### config.mk
export PLATFORM = sky130hd
export DESIGN_NAME = supply_guard_ctrl
export DESIGN_NICKNAME = d
export VERILOG_FILES = /design/src/rtl/sg_pkg.sv /design/src/rtl/sg_detect_gate.sv /design/src/rtl/sg_reset_hold.sv /design/src/rtl/sg_warn.sv /design/src/rtl/supply_guard_ctrl.sv
export SDC_FILE = /design/constraint.sdc
export NUM_CORES = 1
export LEC_CHECK = 0
export ABC_AREA = 1
export BUFFER_PORTS_ARGS = -buffer_cell sky130_fd_sc_hd__buf_4
export CORE_AREA = 2 2 39 41
export CTS_CLUSTER_SIZE = 20
export DETAILED_ROUTE_END_ITERATION = 12
export DIE_AREA = 0 0 41 43
export HOLD_SLACK_MARGIN = 0.05
export PLACE_DENSITY = 0.57
export SYNTH_ARGS = -nofsm -noshare
export SYNTH_HDL_FRONTEND = slang
export SYNTH_SLANG_ARGS = --single-unit
export TNS_END_PERCENT = 30
### constraint.sdc
create_clock -name clk -period 1.24 [get_ports clk]
set_clock_uncertainty 0.15 [all_clocks]
set_input_delay 0.124 -clock clk [delete_from_list [all_inputs] [get_ports clk]]
set_output_delay 0.124 -clock clk [all_outputs]
set_load 0.03 [all_outputs]
### src/rtl/sg_pkg.sv
package sg_pkg;
  typedef struct packed {
    logic por;
    logic lv;
  } rst_src_t;
endpackage

### src/rtl/sg_detect_gate.sv
module sg_detect_gate #(
  parameter int N_TRIP = 2,
  parameter int SEL_W  = 1
) (
  input  logic              clk,
  input  logic              rst,
  input  logic              det_en,
  input  logic              stop_keep,
  input  logic              in_stop,
  input  logic [N_TRIP-1:0] trip,
  input  logic [SEL_W-1:0]  sel,
  output logic              det_active,
  output logic              below_det,
  output logic              block_q
);
  localparam logic [SEL_W:0] NTRIP_V = (SEL_W+1)'(N_TRIP);

  // Detector runs when enabled, and during stop only if kept alive.
  assign det_active = det_en & (~in_stop | stop_keep);
  assign below_det  = ({1'b0, sel} < NTRIP_V) ? trip[sel] : 1'b0;

  always_ff @(posedge clk) begin
    if (rst) block_q <= 1'b0;
    else     block_q <= det_en & stop_keep;
  end

  a_r7_block_follows: assert property (@(posedge clk) disable iff (rst)
    (det_en && stop_keep) |=> block_q);
  a_r7_block_clear: assert property (@(posedge clk) disable iff (rst)
    !(det_en && stop_keep) |=> !block_q);
endmodule

### src/rtl/sg_reset_hold.sv
module sg_reset_hold
  import sg_pkg::*;
(
  input  logic     clk,
  input  logic     rst,
  input  logic     below_rearm,
  input  logic     below_det,
  input  logic     det_active,
  input  logic     rst_en,
  output logic     hold_q,
  output rst_src_t src_q
);
  logic lv_fire;
  logic hold_d;

  assign lv_fire = det_active & rst_en & below_det;
  // Hold release watches the comparator alone, not the enables.
  assign hold_d  = below_rearm | (hold_q & below_det) | lv_fire;

  always_ff @(posedge clk) begin
    if (rst) begin
      hold_q <= 1'b0;
      src_q  <= '0;
    end else begin
      hold_q <= hold_d;
      if (below_rearm)
        src_q <= '{por: 1'b1, lv: 1'b1};
      else if (lv_fire && !hold_q)
        src_q <= '{por: 1'b0, lv: 1'b1};
    end
  end

  a_r1_por_forces_reset: assert property (@(posedge clk) disable iff (rst)
    below_rearm |=> hold_q);
  a_r3_por_status: assert property (@(posedge clk) disable iff (rst)
    below_rearm |=> (src_q.por && src_q.lv));
  a_r2_hold_while_low: assert property (@(posedge clk) disable iff (rst)
    (hold_q && below_det) |=> hold_q);
  a_r2_release: assert property (@(posedge clk) disable iff (rst)
    (!below_rearm && !below_det) |=> !hold_q);
  a_r4_no_reset_when_off: assert property (@(posedge clk) disable iff (rst)
    (!hold_q && !below_rearm && !rst_en) |=> !hold_q);
  a_r11_status_stable: assert property (@(posedge clk) disable iff (rst)
    (!below_rearm && (hold_q || !lv_fire)) |=> $stable(src_q));
endmodule

### src/rtl/sg_warn.sv
module sg_warn (
  input  logic clk,
  input  logic rst,
  input  logic det_active,
  input  logic below_warn,
  input  logic ack,
  input  logic irq_en,
  output logic flag_q,
  output logic irq_q
);
  logic flag_d;

  always_comb begin
    flag_d = flag_q;
    if (ack)                          flag_d = 1'b0;
    else if (det_active && below_warn) flag_d = 1'b1;
  end

  always_ff @(posedge clk) begin
    if (rst) begin
      flag_q <= 1'b0;
      irq_q  <= 1'b0;
    end else begin
      flag_q <= flag_d;
      irq_q  <= flag_d & irq_en;
    end
  end

  a_r10_ack_clears: assert property (@(posedge clk) disable iff (rst)
    ack |=> !flag_q);
  a_r9_warn_sets: assert property (@(posedge clk) disable iff (rst)
    (!ack && det_active && below_warn) |=> flag_q);
  a_r9_irq_needs_flag: assert property (@(posedge clk) disable iff (rst)
    irq_q |-> flag_q);
  a_r5_no_set_inactive: assert property (@(posedge clk) disable iff (rst)
    (!flag_q && !det_active) |=> !flag_q);
endmodule

### src/rtl/supply_guard_ctrl.sv
module supply_guard_ctrl
  import sg_pkg::*;
#(
  parameter int  N_TRIP = 2,
  localparam int SEL_W  = (N_TRIP > 1) ? $clog2(N_TRIP) : 1
) (
  input  logic              clk,
  input  logic              rst,
  input  logic              below_rearm_i,
  input  logic [N_TRIP-1:0] below_trip_i,
  input  logic [SEL_W-1:0]  trip_sel_i,
  input  logic              below_warn_i,
  input  logic              det_en_i,
  input  logic              stop_keep_i,
  input  logic              rst_en_i,
  input  logic              warn_ie_i,
  input  logic              in_stop_i,
  input  logic              warn_ack_i,
  output logic              sys_rst_o,
  output logic              src_por_o,
  output logic              src_lv_o,
  output logic              warn_flag_o,
  output logic              warn_irq_o,
  output logic              deep_stop_block_o
);
  logic     det_active;
  logic     below_det;
  rst_src_t src;

  sg_detect_gate #(.N_TRIP(N_TRIP), .SEL_W(SEL_W)) i_gate (
    .clk        (clk),
    .rst        (rst),
    .det_en     (det_en_i),
    .stop_keep  (stop_keep_i),
    .in_stop    (in_stop_i),
    .trip       (below_trip_i),
    .sel        (trip_sel_i),
    .det_active (det_active),
    .below_det  (below_det),
    .block_q    (deep_stop_block_o)
  );

  sg_reset_hold i_hold (
    .clk         (clk),
    .rst         (rst),
    .below_rearm (below_rearm_i),
    .below_det   (below_det),
    .det_active  (det_active),
    .rst_en      (rst_en_i),
    .hold_q      (sys_rst_o),
    .src_q       (src)
  );

  sg_warn i_warn (
    .clk        (clk),
    .rst        (rst),
    .det_active (det_active),
    .below_warn (below_warn_i),
    .ack        (warn_ack_i),
    .irq_en     (warn_ie_i),
    .flag_q     (warn_flag_o),
    .irq_q      (warn_irq_o)
  );

  assign src_por_o = src.por;
  assign src_lv_o  = src.lv;

  a_r6_stop_gates_reset: assert property (@(posedge clk) disable iff (rst)
    (in_stop_i && !stop_keep_i && !below_rearm_i && !sys_rst_o) |=> !sys_rst_o);
  a_r5_disabled_no_reset: assert property (@(posedge clk) disable iff (rst)
    (!det_en_i && !below_rearm_i && !sys_rst_o) |=> !sys_rst_o);
endmodule

* After elaboration in Yosys (flattened, before gate mapping) *
Cells that the tools add are included.

storage, ports and cells
  register bits after elaboration = 6
  bits of input ports = 13
  output and inout bits = 6
  logic and storage cells = 27

cells by class
  order comparisons = 1
  multiplexer cells = 6
  bitwise gates (word level) = 10
  reduce and logical (&&, ||, !) cells = 4

operators with widths
  operator              number
  $and A1 B1 Y1         6
  $mux W1               4
  $mux W2               2
  $or A1 B1 Y1          3
  $logic_and A1 B1 Y1   2
  $lt A1 B2 Y1 const B  1
  $reduce_bool A2 Y1    1
  $logic_not A1 Y1      1
  $not A1 Y1            1

* Depth between registers and ports, before layout *
  depth in word-level cells = 8
  depth in mapped cells = 6
  depth with buffers taken out = 6

* Cells and area by module *
Synthesis repeated with hierarchy kept, for this count alone.

second synthesis, totals
  cell total of the unflattened synthesis = 33
  area, all modules = 239.0 sq um

modules (own cells, without submodules)
  module          instances  cells each  area each (sq um)  sequential area each (sq um)
  sg_reset_hold   1          13          110.1              60.1
  sg_warn         1          10          72.6               40.0
  sg_detect_gate  1          10          56.3               20.0

* Worst setup path before layout *
No wires, ideal clock.

  path type = register to register
  start point = reg i_hold.hold_q
  end point = reg i_hold.src_q[1] (netlist name)
  setup time = 66 ps
  data arrival time = 848 ps
  required time = 1,024 ps
  slack = 176 ps
  cell stages (with the launch flop) = 5
  buffers on the path = 0
  period minus slack after synthesis = 1,064 ps
  cells stage by stage = dfxtp_1 inv_1 nand4_2 nand2_1 a21oi_2

between the ends
  cells in the longest elaborated chain, start to end = 3

ends and longest elaborated chain
  element                              line                 source
  start, declared                      sg_reset_hold.sv:10  output logic hold_q,
  start signal, assigned               sg_reset_hold.sv:25  hold_q <= hold_d;
  $logic_not A1 Y1                     sg_reset_hold.sv:28  else if (lv_fire && !hold_q)
  $logic_and A1 B1 Y1                  sg_reset_hold.sv:28
  $reduce_bool A2 Y1 (no source line)  -
  end signal, assigned                 sg_reset_hold.sv:27  src_q <= '{por: 1'b1, lv: 1'b1};
  end signal, assigned                 sg_reset_hold.sv:29  src_q <= '{por: 1'b0, lv: 1'b1};
  end, declared                        sg_reset_hold.sv:11  output rst_src_t src_q

Every way passes these cells.
A chain may end at the register's enable or synchronous reset.

* Worst setup path after layout *
  start point = in in_stop_i
  end point = reg i_hold.src_q[1] (netlist name)

between the ends
  cells in the longest elaborated chain, start to end = 7

ends and longest elaborated chain
  element                              line                     source
  start, declared                      supply_guard_ctrl.sv:17  input logic in_stop_i,
  $not A1 Y1                           sg_detect_gate.sv:19     assign det_active = det_en & (~in_stop | stop_keep);
  $or A1 B1 Y1                         sg_detect_gate.sv:19
  $and A1 B1 Y1                        sg_detect_gate.sv:19
  $and A1 B1 Y1 (2 in a row)           sg_reset_hold.sv:16      assign lv_fire = det_active & rst_en & below_det;
  $logic_and A1 B1 Y1                  sg_reset_hold.sv:28
  $reduce_bool A2 Y1 (no source line)  -

Every way passes these cells.

==> flow_summary.yaml <==
global_routing:
  grt_pass1_wl_um: 1070
  grt_max_degree: 7
  grt_pass1_vias: 276
  antenna_found_initial: 0
  grt_usage_pct: 9.55
  grt_overflow: 0
critical_path:
  path_max_fanout: 2
  reg2reg_to: "i_hold.src_q[1]"
  crit_top_cell: "a21oi_2"
  cp-start-kind: "primary input"
  cp_cell_sequence: "dlygate4sd3_1 -> buf_4 -> a21oi_2 -> nand4_2 -> nand2_1 -> a21oi_2"
  rrSetupSlack_ns: 0.37
  criticalPathCategory: "in -> reg"
  critPathArrivalTime_ns: 1.21
  cp_slowest_cell: "dlygate4sd3_1"
  worstReg2RegStart: "i_hold.hold_q"
  crit_required_ns: 1.22
  slowest_delay_ns: 0.54
  reg2reg_depth: 4
  setup.worst_path.end_class: "flop"
yosys:
  synth_common_cells: "dfxtp_1 (6), inv_1 (6), nand2_1 (5)"
  yosys.area.top_type_share_pct: 46.4
  synth-seq-cells: 6
  synthCells: 32
  synth-seq-area-share_pct: 46.4
  synth_enable_flop_cells: 0
  synth_top_area_cell: "dfxtp_1"
  yosys-top-cells-area: "dfxtp_1 (46%), inv_1 (8.7%), nand2_1 (7.2%), a21oi_2 (6.8%), a21oi_1 (5.8%)"
  synthesis.yosys.warnings: 0
  avgSynthCellArea_um2: 8.09
  yosys.cell_types.count: 13
  async_reset_ff_share_pct: 0
  synth-main-ff-cell: "dfxtp_1"
  syn_nets: 45
  syn_area_um2: 259
floorplanning:
  die-area_um2: 1760
  ioPinCount: 19
  rows: 14
  start_util_pct: 18.7
  die_x_um: 41
  coreArea_um2: 1380
  die_y_um: 43
min_path:
  hp-class: "in -> reg"
  hold_path_end: "i_hold.hold_q"
  hp-start: "below_trip_i[0]"
  hold_depth: 5
clock_network:
  clkSinkCount: 6
  cts_tree: "built"
  clk_pin_slew_ns: 0.04
  htreeDepth: 1
  clockBufferDepth: 2
  clock_latency_ns: 0.24
  cts_inserted_buffers: 3
  post_cts.repair.setup_buffers: 0
  cts-root-buf: "clkbuf_4"
status:
  status: "finished, final reports clean"
finish:
  seqCellArea_um2: 120
  drive_gt1_share_pct: 46.7
  nets: 75
  fill_cells: 155
  multi_input_area_um2: 115
  n_antenna_cell: 0
  area.growth.synth_to_final_pct: 98.6
  design_area_um2: 514
sta:
  whs_ns: 0.137
  fin_crit_sh_pct: 98.8
  period_needed_ns: 1.22
  max_clock_freq_mhz: 816
  hold_viol: 0
  maxSlewHeadroom_pct: 90.4
  grt_setup_unrepaired: "yes"
  setup_viol: 0
  worstMarginPinSlew_ns: 0.143
  slew_viol_final: 0
drt:
  wl_per_cell_um: 8.42
  vias_per_cell: 3.91
  first_pass_iters: 2
  final_antenna_net_count: 0
  drt_iter0_markers: 3
  wl_um: 640
  via_count: 297
  drcViolationCount: 0
flow_run:
  drv_cap: 0
pwr:
  power.density_nw_per_um2: 984
  power_mw: 0.506
  ir_worst_vdd_v: 0.000448
  p_leak_nw: 0.255
place:
  gp_congestion: 0.700
  portBuffers: 18
  place_hpwl_um: 477
  postPlaceCellArea_um2: 414
-- worst max-delay path: cells and delay by family --
family	cells	cell delay [ns]
AND/OR/NAND/NOR	2	0.19
AO/OA/AOI/OAI	2	0.21
buffers and inverters	2	0.68
-- logic make-up (layout without fill, tap and decap cells) --
kind of cell    Yosys count  after routing  share of synthesized area, %
compound gates            6              6                          16.9
flops                     6              6                          46.4
buf+inv                   7             35                          10.1
simple gates             13             13                          26.6
-- cell type report --
class | count | share of cell area, %
sequential | 6 | 23.4
inverter | 7 | 5.60
multi-input combinational | 19 | 22.4
timing repair buffer | 25 | 40.4
tap | 16 | 3.89
clock buffer | 3 | 4.38
-- layer usage --
layer  vias up  GRT usage (%)  share of wire, %
met3         0           7.85               7.8
li1        158              -                 -
met5         -              0                 0
met2        11           15.3                51
met1       128           9.03                41
met4         0           2.00                 0
-- power breakdown --
group	internal (mW)	total, mW	switching [mW]
registers	0.204	0.209	0.00533
logic	0.0652	0.124	0.0584
clock network	0.109	0.173	0.0641
-- per-stage QoR --
step           utilization, %  setup TNS, ns  setup WS [ns]  std cells
2_1_floorplan               -              0          0.176         32
3_3_place_gp             29.9              0          0.332         66
3_5_place_dp             29.9              0          0.319         66
4_1_cts                  37.3              0         0.0208         77
5_1_grt                  37.2        -0.0291        -0.0209         76
6_report                 37.2              0         0.0151         76
-- flip-flops by register name (all words and copies together) (netlist names) --
register and cells:
i_warn.flag_q 1, i_gate.block_q 1, i_warn.irq_q 1, i_hold.hold_q 1, i_hold.src_q 2
-- what timing repair did --
item                       in CTS  in global routing
setup endpoints to repair       0                  4
resized for setup               0                  2
hold buffers                    8                  0
hold endpoints to repair        6                  0
-- how the worst max path moves through the flow --
stage	to	from	slack, ns
finish	i_hold.src_q[1]	in_stop_i	0.02
global route	i_hold.src_q[1]	in_stop_i	-0.02
CTS	i_hold.src_q[0]	in_stop_i	0.02
detailed placement	i_hold.src_q[0]	trip_sel_i	0.32
global placement	i_warn.flag_q	stop_keep_i	0.33
floorplan	i_hold.src_q[1]	i_hold.hold_q	0.18
-- cells in the final DEF (no fill, tap or decap), drive strengths merged --
cell type and instances:
nand3 1, nand4 1, clkbuf 3, buf 17
a21oi 5, nand2 6, dlygate4sd3 8, dfxtp 6
nor2 3, inv 7, nor3 2, o21bai 1
No activity file was read; power rests on OpenSTA's default activity.
